<file path="src/rtl/smb_therm_slave.sv">
`timescale 1ns/1ps
module smb_therm_slave #(
  parameter logic [6:0] DEV_ADDR    = 7'b1001101,
  parameter int         SYNC_STAGES = 2,
  parameter int         DW          = 8,
  parameter int         STBY_BIT    = 7
) (
  input  logic          clk,
  input  logic          rst_n,
  input  logic          scl_i,
  input  logic          sda_i,
  output logic          sda_oe,
  input  logic [DW-1:0] temp_in,
  input  logic          temp_vld,
  output logic          conv_en
);

  localparam int            CW       = $clog2(DW + 1);
  localparam logic [CW-1:0] CNT_FULL = CW'(DW);
  localparam logic [CW-1:0] CNT_LAST = CW'(DW - 1);
  localparam logic [DW-1:0] CMD_TEMP = '0;
  localparam logic [DW-1:0] CMD_CFG  = DW'(1);

  typedef enum logic [3:0] {
    ST_IDLE, ST_ADDR, ST_ADDR_ACK, ST_CMD, ST_CMD_ACK,
    ST_WR, ST_WR_ACK, ST_RD, ST_RD_ACK, ST_WAIT
  } st_t;

  logic [SYNC_STAGES-1:0] scl_sh, sda_sh;
  logic                   scl_q, sda_q;
  logic                   scl_s, sda_s;
  logic                   start_det, stop_det, scl_rise, scl_fall;

  st_t           st;
  logic [CW-1:0] cnt;
  logic [DW-1:0] sh, ptr, temp_q, rd_val;
  logic          rw, stby, m_ack, oe;

  always_ff @(posedge clk or negedge rst_n) begin
    if (!rst_n) begin
      scl_sh <= '1;
      sda_sh <= '1;
      scl_q  <= 1'b1;
      sda_q  <= 1'b1;
    end else begin
      scl_sh <= {scl_sh[SYNC_STAGES-2:0], scl_i};
      sda_sh <= {sda_sh[SYNC_STAGES-2:0], sda_i};
      scl_q  <= scl_s;
      sda_q  <= sda_s;
    end
  end

  assign scl_s     = scl_sh[SYNC_STAGES-1];
  assign sda_s     = sda_sh[SYNC_STAGES-1];
  assign start_det = scl_s & scl_q & sda_q & ~sda_s;
  assign stop_det  = scl_s & scl_q & ~sda_q & sda_s;
  assign scl_rise  = scl_s & ~scl_q;
  assign scl_fall  = ~scl_s & scl_q;

  always_comb begin
    rd_val = '0;
    if (ptr == CMD_TEMP)     rd_val = temp_q;
    else if (ptr == CMD_CFG) rd_val[STBY_BIT] = stby;
  end

  always_ff @(posedge clk or negedge rst_n) begin
    if (!rst_n)                temp_q <= '0;
    else if (temp_vld && !stby) temp_q <= temp_in;
  end

  always_ff @(posedge clk or negedge rst_n) begin
    if (!rst_n) begin
      st    <= ST_IDLE;
      cnt   <= '0;
      sh    <= '0;
      ptr   <= CMD_TEMP;
      rw    <= 1'b0;
      stby  <= 1'b0;
      m_ack <= 1'b0;
      oe    <= 1'b0;
    end else if (start_det) begin
      st  <= ST_ADDR;
      cnt <= '0;
      oe  <= 1'b0;
    end else if (stop_det) begin
      st <= ST_IDLE;
      oe <= 1'b0;
    end else begin
      case (st)
        ST_ADDR, ST_CMD, ST_WR: begin
          if (scl_rise && cnt != CNT_FULL) begin
            sh  <= {sh[DW-2:0], sda_s};
            cnt <= cnt + 1'b1;
          end else if (scl_fall && cnt == CNT_FULL) begin
            cnt <= '0;
            if (st == ST_ADDR) begin
              if (sh[DW-1:1] == DEV_ADDR) begin
                rw <= sh[0];
                oe <= 1'b1;
                st <= ST_ADDR_ACK;
              end else begin
                st <= ST_IDLE;
              end
            end else begin
              oe <= 1'b1;
              if (st == ST_CMD) begin
                ptr <= sh;
                st  <= ST_CMD_ACK;
              end else begin
                if (ptr == CMD_CFG) stby <= sh[STBY_BIT];
                st <= ST_WR_ACK;
              end
            end
          end
        end
        ST_ADDR_ACK: if (scl_fall) begin
          if (rw) begin
            sh  <= rd_val;
            oe  <= ~rd_val[DW-1];
            cnt <= '0;
            st  <= ST_RD;
          end else begin
            oe <= 1'b0;
            st <= ST_CMD;
          end
        end
        ST_CMD_ACK, ST_WR_ACK: if (scl_fall) begin
          oe <= 1'b0;
          st <= ST_WR;
        end
        ST_RD: if (scl_fall) begin
          if (cnt == CNT_LAST) begin
            oe <= 1'b0;
            st <= ST_RD_ACK;
          end else begin
            sh  <= {sh[DW-2:0], 1'b0};
            oe  <= ~sh[DW-2];
            cnt <= cnt + 1'b1;
          end
        end
        ST_RD_ACK: begin
          if (scl_rise) m_ack <= ~sda_s;
          else if (scl_fall) begin
            if (m_ack) begin
              sh  <= rd_val;
              oe  <= ~rd_val[DW-1];
              cnt <= '0;
              st  <= ST_RD;
            end else begin
              st <= ST_WAIT;
            end
          end
        end
        default: ;
      endcase
    end
  end

  assign sda_oe  = oe;
  assign conv_en = ~stby;


  start_restart_chk: assert property (@(posedge clk) disable iff (!rst_n)
    start_det |=> (st == ST_ADDR && !sda_oe));

  stop_idle_chk: assert property (@(posedge clk) disable iff (!rst_n)
    stop_det |=> (st == ST_IDLE && !sda_oe));

  oe_still_chk: assert property (@(posedge clk) disable iff (!rst_n)
    (scl_s && !start_det && !stop_det) |=> $stable(sda_oe));

  ack_drive_chk: assert property (@(posedge clk) disable iff (!rst_n)
    (st inside {ST_ADDR_ACK, ST_CMD_ACK, ST_WR_ACK}) |-> sda_oe);

  idle_quiet_chk: assert property (@(posedge clk) disable iff (!rst_n)
    (st == ST_IDLE) |-> !sda_oe);

  nack_release_chk: assert property (@(posedge clk) disable iff (!rst_n)
    (st == ST_WAIT || st == ST_RD_ACK) |-> !sda_oe);

  stby_freeze_chk: assert property (@(posedge clk) disable iff (!rst_n)
    stby |=> $stable(temp_q));

  temp_load_chk: assert property (@(posedge clk) disable iff (!rst_n)
    (temp_vld && !stby) |=> (temp_q == $past(temp_in)));

endmodule

</file>
<file path="config.mk">
export PLATFORM = sky130hd
export DESIGN_NAME = smb_therm_slave
export DESIGN_NICKNAME = d
export VERILOG_FILES = /design/src/rtl/smb_therm_slave.sv
export SDC_FILE = /design/constraint.sdc
export NUM_CORES = 1
export LEC_CHECK = 0
export ABC_AREA = 1
export BUFFER_PORTS_ARGS = -buffer_cell sky130_fd_sc_hd__buf_2
export CAP_MARGIN = 20
export CORE_ASPECT_RATIO = 1.25
export CORE_UTILIZATION = 56
export CTS_CLUSTER_SIZE = 8
export DETAILED_ROUTE_END_ITERATION = 10
export PLACE_DENSITY = 0.86
export SKIP_LAST_GASP = 1
export SYNTH_ARGS = -nofsm -noshare
export SYNTH_HDL_FRONTEND = slang
export SYNTH_SLANG_ARGS = --single-unit
</file>
<file path="constraint.sdc">
create_clock -name clk -period 2 [get_ports clk]
set_input_delay 0.3 -clock clk [delete_from_list [all_inputs] [get_ports clk]]
set_output_delay 0.3 -clock clk [all_outputs]
set_load 0.01 [all_outputs]
</file>
==> impl_metrics.toml, run 1 <==
[yosys]
synth_area_mm2 = 0.00230
synth_top_area_frac = 0.392
synth_nets = 313
synth.distinct_cells = 29
yosys_warnings = 0
synth-edff-count = 0
seq_area_frac_synth = 0.460
synth-async-reset-ratio = 1.00
netlist_top_cells_area = "dfrtp_1, nand2_1, inv_1, dfstp_2, nor2_1"
avgSynthCellArea_um2 = 7.72
ys_ff_latch = 42
synthCells = 298
synth_top_cell_by_area = "dfrtp_1"
synth_ff_type = "dfrtp_1"

[clock_tree]
cts.htree.levels = 2
cts_buffers = 5
cts_setup_buffers = 0
ctsHoldBuffers = 0
insertion_delay_ps = 300
cts_buffer_depth = 2
clock_sinks = 42
tritoncts = "done"
clk_pin_slew_ps = 80
cts_resized = 0
ctsRootBufferMaster = "clkbuf_8"

[die]
die_w_um = 59.3
dieArea_mm2 = 0.00437
ios = 15
rows = 25
die_h_um = 73.6
start_util = 0.598
core_mm2 = 0.00385

[cells_and_area]
mostFrequentLayoutCell = "nand2_1"
drive_gt1_frac = 0.191
seq_area_mm2 = 0.00106
multi_input_area_mm2 = 0.00105
nNetsFinal = 333
fin_util = 0.654
fillers = 329
fin_cells = 373
n_antenna_cell = 0
syn_to_final_growth_pct = 9.41
stdcell_area_mm2 = 0.00252
final_cell_mix = "nand2_1, inv_1, dfrtp_1, nor2_1, o21ai_0"

[grt]
track_usage = 0.236
grt_max_degree = 43
antenna_found_initial = 0
grt_pass1_vias = 1770
grt_pass1_wl_mm = 7.60
overflow = 0

[worst_setup_path]
cp_max_fo = 16
cp_slowest_cell = "dfrtp_1"
crit_family = "simple AND/OR/NAND/NOR gates"
required_ps = 2180
critPathBufInv = 2
critPathCaptureType = "flop"
arrival_ps = 2010
worst-setup-path-type = "flop to flop"
path_cells = "inv_1, ha_1, nand3_1, nand3_1, nand2_1, inv_1, nor2_1, nand3_4, nand2_1, o21ai_1"
max_stage_delay_ps = 410
start_kind = "flop"

[power]
ir_drop_v = 0.000952
leakage_uw = 0.00126
power_density_mw_per_mm2 = 1300

[place]
place_inst = 365
io_buffers = 14
dp_hpwl_mm = 3.45
place_congestion = 0.912
placed_area_mm2 = 0.00243

[route]
drc = 0
routed_wl_mm = 4.59
wl_per_cell_um = 12.3
drt_iter0_markers = 83
routed_via_density = 5.27
vias = 1965
dr.pass1.iters = 5
postRouteAntennaNets = 0

[sta]
relSlewSlack = 0.663
hold_slack_ps = 55.9
report.final.hold_viol_count = 0
skew_ps = 10.1
max_freq_mhz = 547
rsz0062_at_grt = "no"
setup_tns_ps = 0
finalSetupViolCount = 0
finalCritPeriodShare = 0.914
worstMarginPinSlew_ps = 505
drv_slew = 0
post-route-min-period_ps = 1830

[worst_hold_path]
hold_class = "input port to async pin"

[job]
cap_viol_max_count = 0

[status]
status = "finished, final reports clean"
metal layers:
metal / global-route usage / wire length [um] / vias up
li1: - / - / 986
met1: 0.316 / 2140 / 904
met2: 0.363 / 2140 / 64
met3: 0.0370 / 184 / 11
met4: 0.132 / 131 / 0
met5: 0 / 0 / -
stage by stage:
step	power, uW	setup WS [ps]
2_1_floorplan	2440	440
3_3_place_gp	2700	248
3_5_place_dp	2720	244
4_1_cts	3270	212
5_1_grt	3540	42.5
6_report	3280	173
synthesized netlist by cell type, drive strengths merged (2+ instances only):
cell	instances
a21oi	5
buf	2
dfrtp	36
dfstp	6
ha	2
inv	46
mux2	6
nand2	85
nand3	24
nand3b	3
nand4	3
nor2	36
nor3	4
o21ai	33
logic make-up after synthesis:
kind of cell               synth area share
and+or+nand+nor                       0.302
buffers and inverters                0.0849
DFF                                   0.460
AOI/OAI and AO/OA                     0.105
muxes                                0.0294
xor gates and xnor gates            0.00762
adders and majority gates            0.0109
area by class of cell:
class	instances	share of cell area
flip-flops and latches	42	0.421
multi-input cells	207	0.416
inverters	46	0.0686
repair buffers	16	0.0338
clock buffers	6	0.0288
well taps	54	0.0269
clock inverters	2	0.00547
path summary, 6_finish.rpt:
kind	start	endpoint	slack, ps	cells after the start
worst max-delay path	cnt[0]	sh[7]	170	10
worst min-delay path	rst_n	cnt[3]	60	2
worst min register to register	scl_sh[0]	scl_sh[1]	360	0
min in group clk	scl_i	scl_sh[0]	100	1
worst max register to register	cnt[0]	sh[7]	170	10
max in group asynchronous	rst_n	sda_sh[0]	1580	2
sequential cells by signal (all words and copies together), names as in the netlist:
signal	flops
ptr	8
sh	8
temp_q	8
cnt	4
st	4
scl_sh	2
sda_sh	2
m_ack	1
rw	1
scl_q	1
sda_oe	1
sda_q	1
stby	1
power by group:
part           internal (uW)  total (uW)  switching [uW]
logic                    524        1570            1050
registers               1020        1170             151
clock network            246         539             292
Note: power is estimated with default switching activity, not from simulation.
==> inputs of run 2 (changes only) <==
- CORE_UTILIZATION: 56 -> 45
- PLACE_DENSITY: 0.86 -> not set
==> run 2 against run 1 <==
  * Core utilization decreased by 12 points
  * Count of clock-buffer cells in the layout increased by 1
  * Die area increased by 24%
  * Non-clock buffer count increased by 1
  * Clock power increased by 21%
  * Highest routed layer unchanged
  * Critical path type unchanged
==> impl_metrics.toml, run 2 (synthesis results as in run 1) <==
[status]
status = "finished, final reports clean"

[clock_tree]
cts_buffer_depth = 2
tritoncts = "done"
cts_setup_buffers = 0
insertion_delay_ps = 290
cts_buffers = 5
clk_pin_slew_ps = 80
clock_sinks = 42
ctsRootBufferMaster = "clkbuf_8"
cts.htree.levels = 2

[sta]
finalCritPeriodShare = 0.911
skew_ps = 8.42
post-route-min-period_ps = 1820
finalSetupViolCount = 0
max_freq_mhz = 549
relSlewSlack = 0.640
drv_slew = 0
rsz0062_at_grt = "no"
worstMarginPinSlew_ps = 540
hold_slack_ps = 69.8
report.final.hold_viol_count = 0
setup_tns_ps = 0
fin_ws_ps = 178

[route]
routed_via_density = 5.10
routed_wl_mm = 5.06
wl_per_cell_um = 13.3
drc = 0
drt_iter0_markers = 82
postRouteAntennaNets = 0
dr.pass1.iters = 4
vias = 1944

[worst_hold_path]
hold_class = "input port to async pin"

[grt]
grt_pass1_wl_mm = 8.60
grt_pass1_vias = 1967
track_usage = 0.213
overflow = 0
antenna_found_initial = 0
grt_max_degree = 43

[die]
core_mm2 = 0.00483
die_w_um = 65.9
rows = 28
dieArea_mm2 = 0.00540
die_h_um = 81.9
start_util = 0.476
ios = 15

[cells_and_area]
drive_gt1_frac = 0.196
nNetsFinal = 335
fin_util = 0.532
n_antenna_cell = 0
syn_to_final_growth_pct = 11.8
top_regs = "ptr (8), sh (8), temp_q (8)"
final_cell_mix = "nand2_1, inv_1, dfrtp_1, nor2_1, o21ai_0"
mostFrequentLayoutCell = "nand2_1"

[worst_setup_path]
worst-setup-path-type = "flop to flop"
start_kind = "flop"
required_ps = 2180
critPathCaptureType = "flop"
arrival_ps = 2000
cp_max_fo = 8

[power]
power_frac_seq = 0.336
swShare = 0.444
pwr-share-clk = 0.189
ir_drop_v = 0.000839
intPower_uw = 1930
power_density_mw_per_mm2 = 1350
leakage_uw = 0.00127
p_sw_uw = 1540
comb_power_share = 0.475

[place]
place_congestion = 1.08
io_buffers = 14
place_ws_ps = 155
dp_hpwl_mm = 3.76

[job]
cap_viol_max_count = 0
run 2: cell types whose count changed in the layout (fill, tap and decap cells not counted), sizes merged:
cell,delta
nand3,+1
bufinv,+1
clkinv,-2
buf,+1
clkbuf,+1
run 2: routing by layer:
layer	part of all wire	vias to the layer above	track usage
li1	-	987	-
met1	0.43	907	0.239
met2	0.52	39	0.385
met3	0.027	11	0.0403
met4	0.021	0	0.100
met5	0	-	0
run 2: timing repair:
action	CTS	global route
hold buffers	0	0
setup endpoints to repair	0	2
resized for setup	0	2
run 2: layout make-up:
type	count	area, um2
Fill cell	486	2260
Sequential cell	42	1060
Timing Repair Buffer	17	92.6
Clock inverter	1	30.0
Multi-Input combinational cell	208	1070
Inverter	46	173
Tap cell	60	75.1
Clock buffer	7	76.3
run 2: metrics by stage:
step	power, uW	cell area (um2)	std cells
floorplan	2440	2300	298
global placement	2760	2440	372
detailed placement	2760	2440	372
CTS	3420	2550	380
global route	3770	2570	381
finish	3470	2570	381
run 2: final timing paths:
| check | cells past startpoint | startpoint | endpoint | slack, ps |
|---|---|---|---|---|
| min in group clk | 1 | scl_i | scl_sh[0] | 100 |
| max in group asynchronous | 2 | rst_n | st[0] | 1540 |
| setup / recovery | 10 | cnt[0] | sh[5] | 180 |
| hold reg to reg | 0 | scl_sh[0] | scl_sh[1] | 360 |
| setup reg to reg | 10 | cnt[0] | sh[5] | 180 |
| hold / removal | 2 | rst_n | cnt[1] | 70 |
run 2: power groups by stage:
| stage | logic (uW) | clock network, uW | registers (uW) |
|---|---|---|---|
| CTS | 1580 | 672 | 1170 |
| detailed placement | 1580 | 0 | 1180 |
| finish | 1650 | 654 | 1170 |
| global placement | 1570 | 0 | 1180 |
| global route | 1880 | 705 | 1190 |
| floorplan | 1290 | 0 | 1150 |
run 2: critical path, cell delays in order, from the launching register on:
cell	delay, ps
dfrtp_1	430
inv_1	60
ha_1	190
nand3_1	120
nand3_1	150
nand2_1	110
inv_1	60
nor2_2	230
nand3_4	200
nand2_2	110
o21ai_2	50
==> inputs of run 3 (changes only) <==
==> constraint.sdc (replaced) <==
create_clock -name clk -period 2 [get_ports clk]
set_input_delay 0.1 -clock clk [delete_from_list [all_inputs] [get_ports clk]]
set_output_delay 0.1 -clock clk [all_outputs]
set_load 0.01 [all_outputs]
==> run 3 against run 2 <==
  * Sequential cell count did not move
  * Count of clock-buffer cells in the layout fell by 1
  * Design area rose by 2.4%
  * Global-route usage rose by 1.2 points
  * Routed wire length rose by 2.8%
  * First-iteration DRC count rose by 82%
  * Fmax rose by 2.4%
  * Setup slack improved by 42 ps
  * Sequential share of layout area fell by 0.96 points
  * Non-clock buffer count rose by 5
  * Critical path type unchanged
  * Highest routed layer unchanged
==> impl_metrics.toml, run 3 (synthesis results as in run 1) <==
[status]
status = "finished, final reports clean"

[sta]
rsz0062_at_grt = "no"
relSlewSlack = 0.692
setup_tns_ps = 0
worstMarginPinSlew_ps = 461
max_freq_mhz = 562
report.final.hold_viol_count = 0
finalSetupViolCount = 0
skew_ps = 8.29
drv_slew = 0
finalCritPeriodShare = 0.890
post-route-min-period_ps = 1780

[clock_tree]
cts_buffers = 5
insertion_delay_ps = 300
ctsRootBufferMaster = "clkbuf_8"
clk_pin_slew_ps = 80
ctsHoldBuffers = 3
tritoncts = "done"
cts_setup_buffers = 0
cts.htree.levels = 2
clock_sinks = 42
cts_buffer_depth = 2
cts_resized = 0

[worst_setup_path]
critPathCaptureType = "flop"
cp_slowest_cell = "dfrtp_1"
cp_max_fo = 16
max_stage_delay_ps = 410
reg2regPathDepth = 10
required_ps = 2180
arrival_ps = 1960
r2r_end = "sh[1]"
worst-setup-path-type = "flop to flop"
start_kind = "flop"
path_cells = "inv_1, ha_1, nand3_1, nand3_1, nand2_1, inv_1, nor2_1, nand3_4, nand2_1, o21ai_2"
ff2ff_setup_slack_ps = 220
worstReg2RegStart = "cnt[0]"

[worst_hold_path]
hold_class = "input port to flop"
hp-start = "temp_in[2]"
holdPathStages = 2
min_to = "temp_q[2]"

[route]
dr.pass1.iters = 4
drc = 0
wl_per_cell_um = 13.5
drt_iter0_markers = 149
routed_via_density = 5.04
routed_wl_mm = 5.20
postRouteAntennaNets = 0
vias = 1940

[power]
ir_drop_v = 0.000520
leakage_uw = 0.00131
power_density_mw_per_mm2 = 1370

[cells_and_area]
final_cell_mix = "nand2_1, inv_1, dfrtp_1, nor2_1, o21ai_0"
stdcell_area_mm2 = 0.00263
mostFrequentLayoutCell = "nand2_1"
nNetsFinal = 339
n_antenna_cell = 0
top_regs = "ptr (8), sh (8), temp_q (8)"
drive_gt1_frac = 0.200
syn_to_final_growth_pct = 14.5

[place]
placed_area_mm2 = 0.00246
io_buffers = 14
place_congestion = 1.01
dp_hpwl_mm = 4.02

[grt]
antenna_found_initial = 0
grt_pass1_vias = 1997
grt_pass1_wl_mm = 8.94
grt_max_degree = 18
overflow = 0
track_usage = 0.225

[die]
dieArea_mm2 = 0.00540
die_h_um = 81.9
core_mm2 = 0.00483
rows = 28
start_util = 0.476
ios = 15
die_w_um = 65.9

[job]
cap_viol_max_count = 0
run 3: worst max path at each step:
stage	startpoint	to	depth (start not counted)
final	cnt[0]	sh[1]	10
after floorplan	cnt[0]	sh[7]	11
after global placement	cnt[0]	sh[3]	10
after detailed placement	cnt[0]	sh[1]	10
after global routing	cnt[0]	sh[1]	10
after CTS	cnt[0]	sh[1]	10
run 3: layout make-up:
| class | instances | area (um2) |
|---|---|---|
| fill | 479 | 2200 |
| sequential | 42 | 1060 |
| multi-input combinational | 207 | 1050 |
| inverter | 46 | 173 |
| timing repair buffer | 22 | 138 |
| clock buffer | 6 | 82.6 |
| tap | 60 | 75.1 |
| clock inverter | 2 | 60.1 |
run 3: metrics by stage:
stage                     total power (uW)  utilization  setup WS [ps]  hold slack (ps)  instances
after floorplan                       2440            -            440             -196        298
after global placement                2760        0.509            264             41.9        374
after detailed placement              2770        0.509            238             49.1        374
after CTS                             3620        0.545            223             26.3        385
after global routing                  3900        0.545           27.6             23.0        385
final                                 3600        0.545            220             34.3        385
run 3: report_power, final:
| part | switching (uW) | internal (uW) | total, uW |
|---|---|---|---|
| clock | 293 | 532 | 825 |
| sequential | 151 | 1020 | 1170 |
| combinational | 1070 | 531 | 1600 |
run 3: worst max-delay path: cells and delay by family (launching register included):
kind	cells	cell delay, ps
simple gates	6	900
flops	1	410
fa+ha+maj	1	190
buf+inv	2	110
compound gates	1	60
run 3: metal layers:
| layer | share of wire | GRT usage |
|---|---|---|
| met1 | 0.42 | 0.254 |
| met2 | 0.51 | 0.407 |
| met3 | 0.043 | 0.0444 |
| met4 | 0.030 | 0.100 |
| met5 | 0 | 0 |
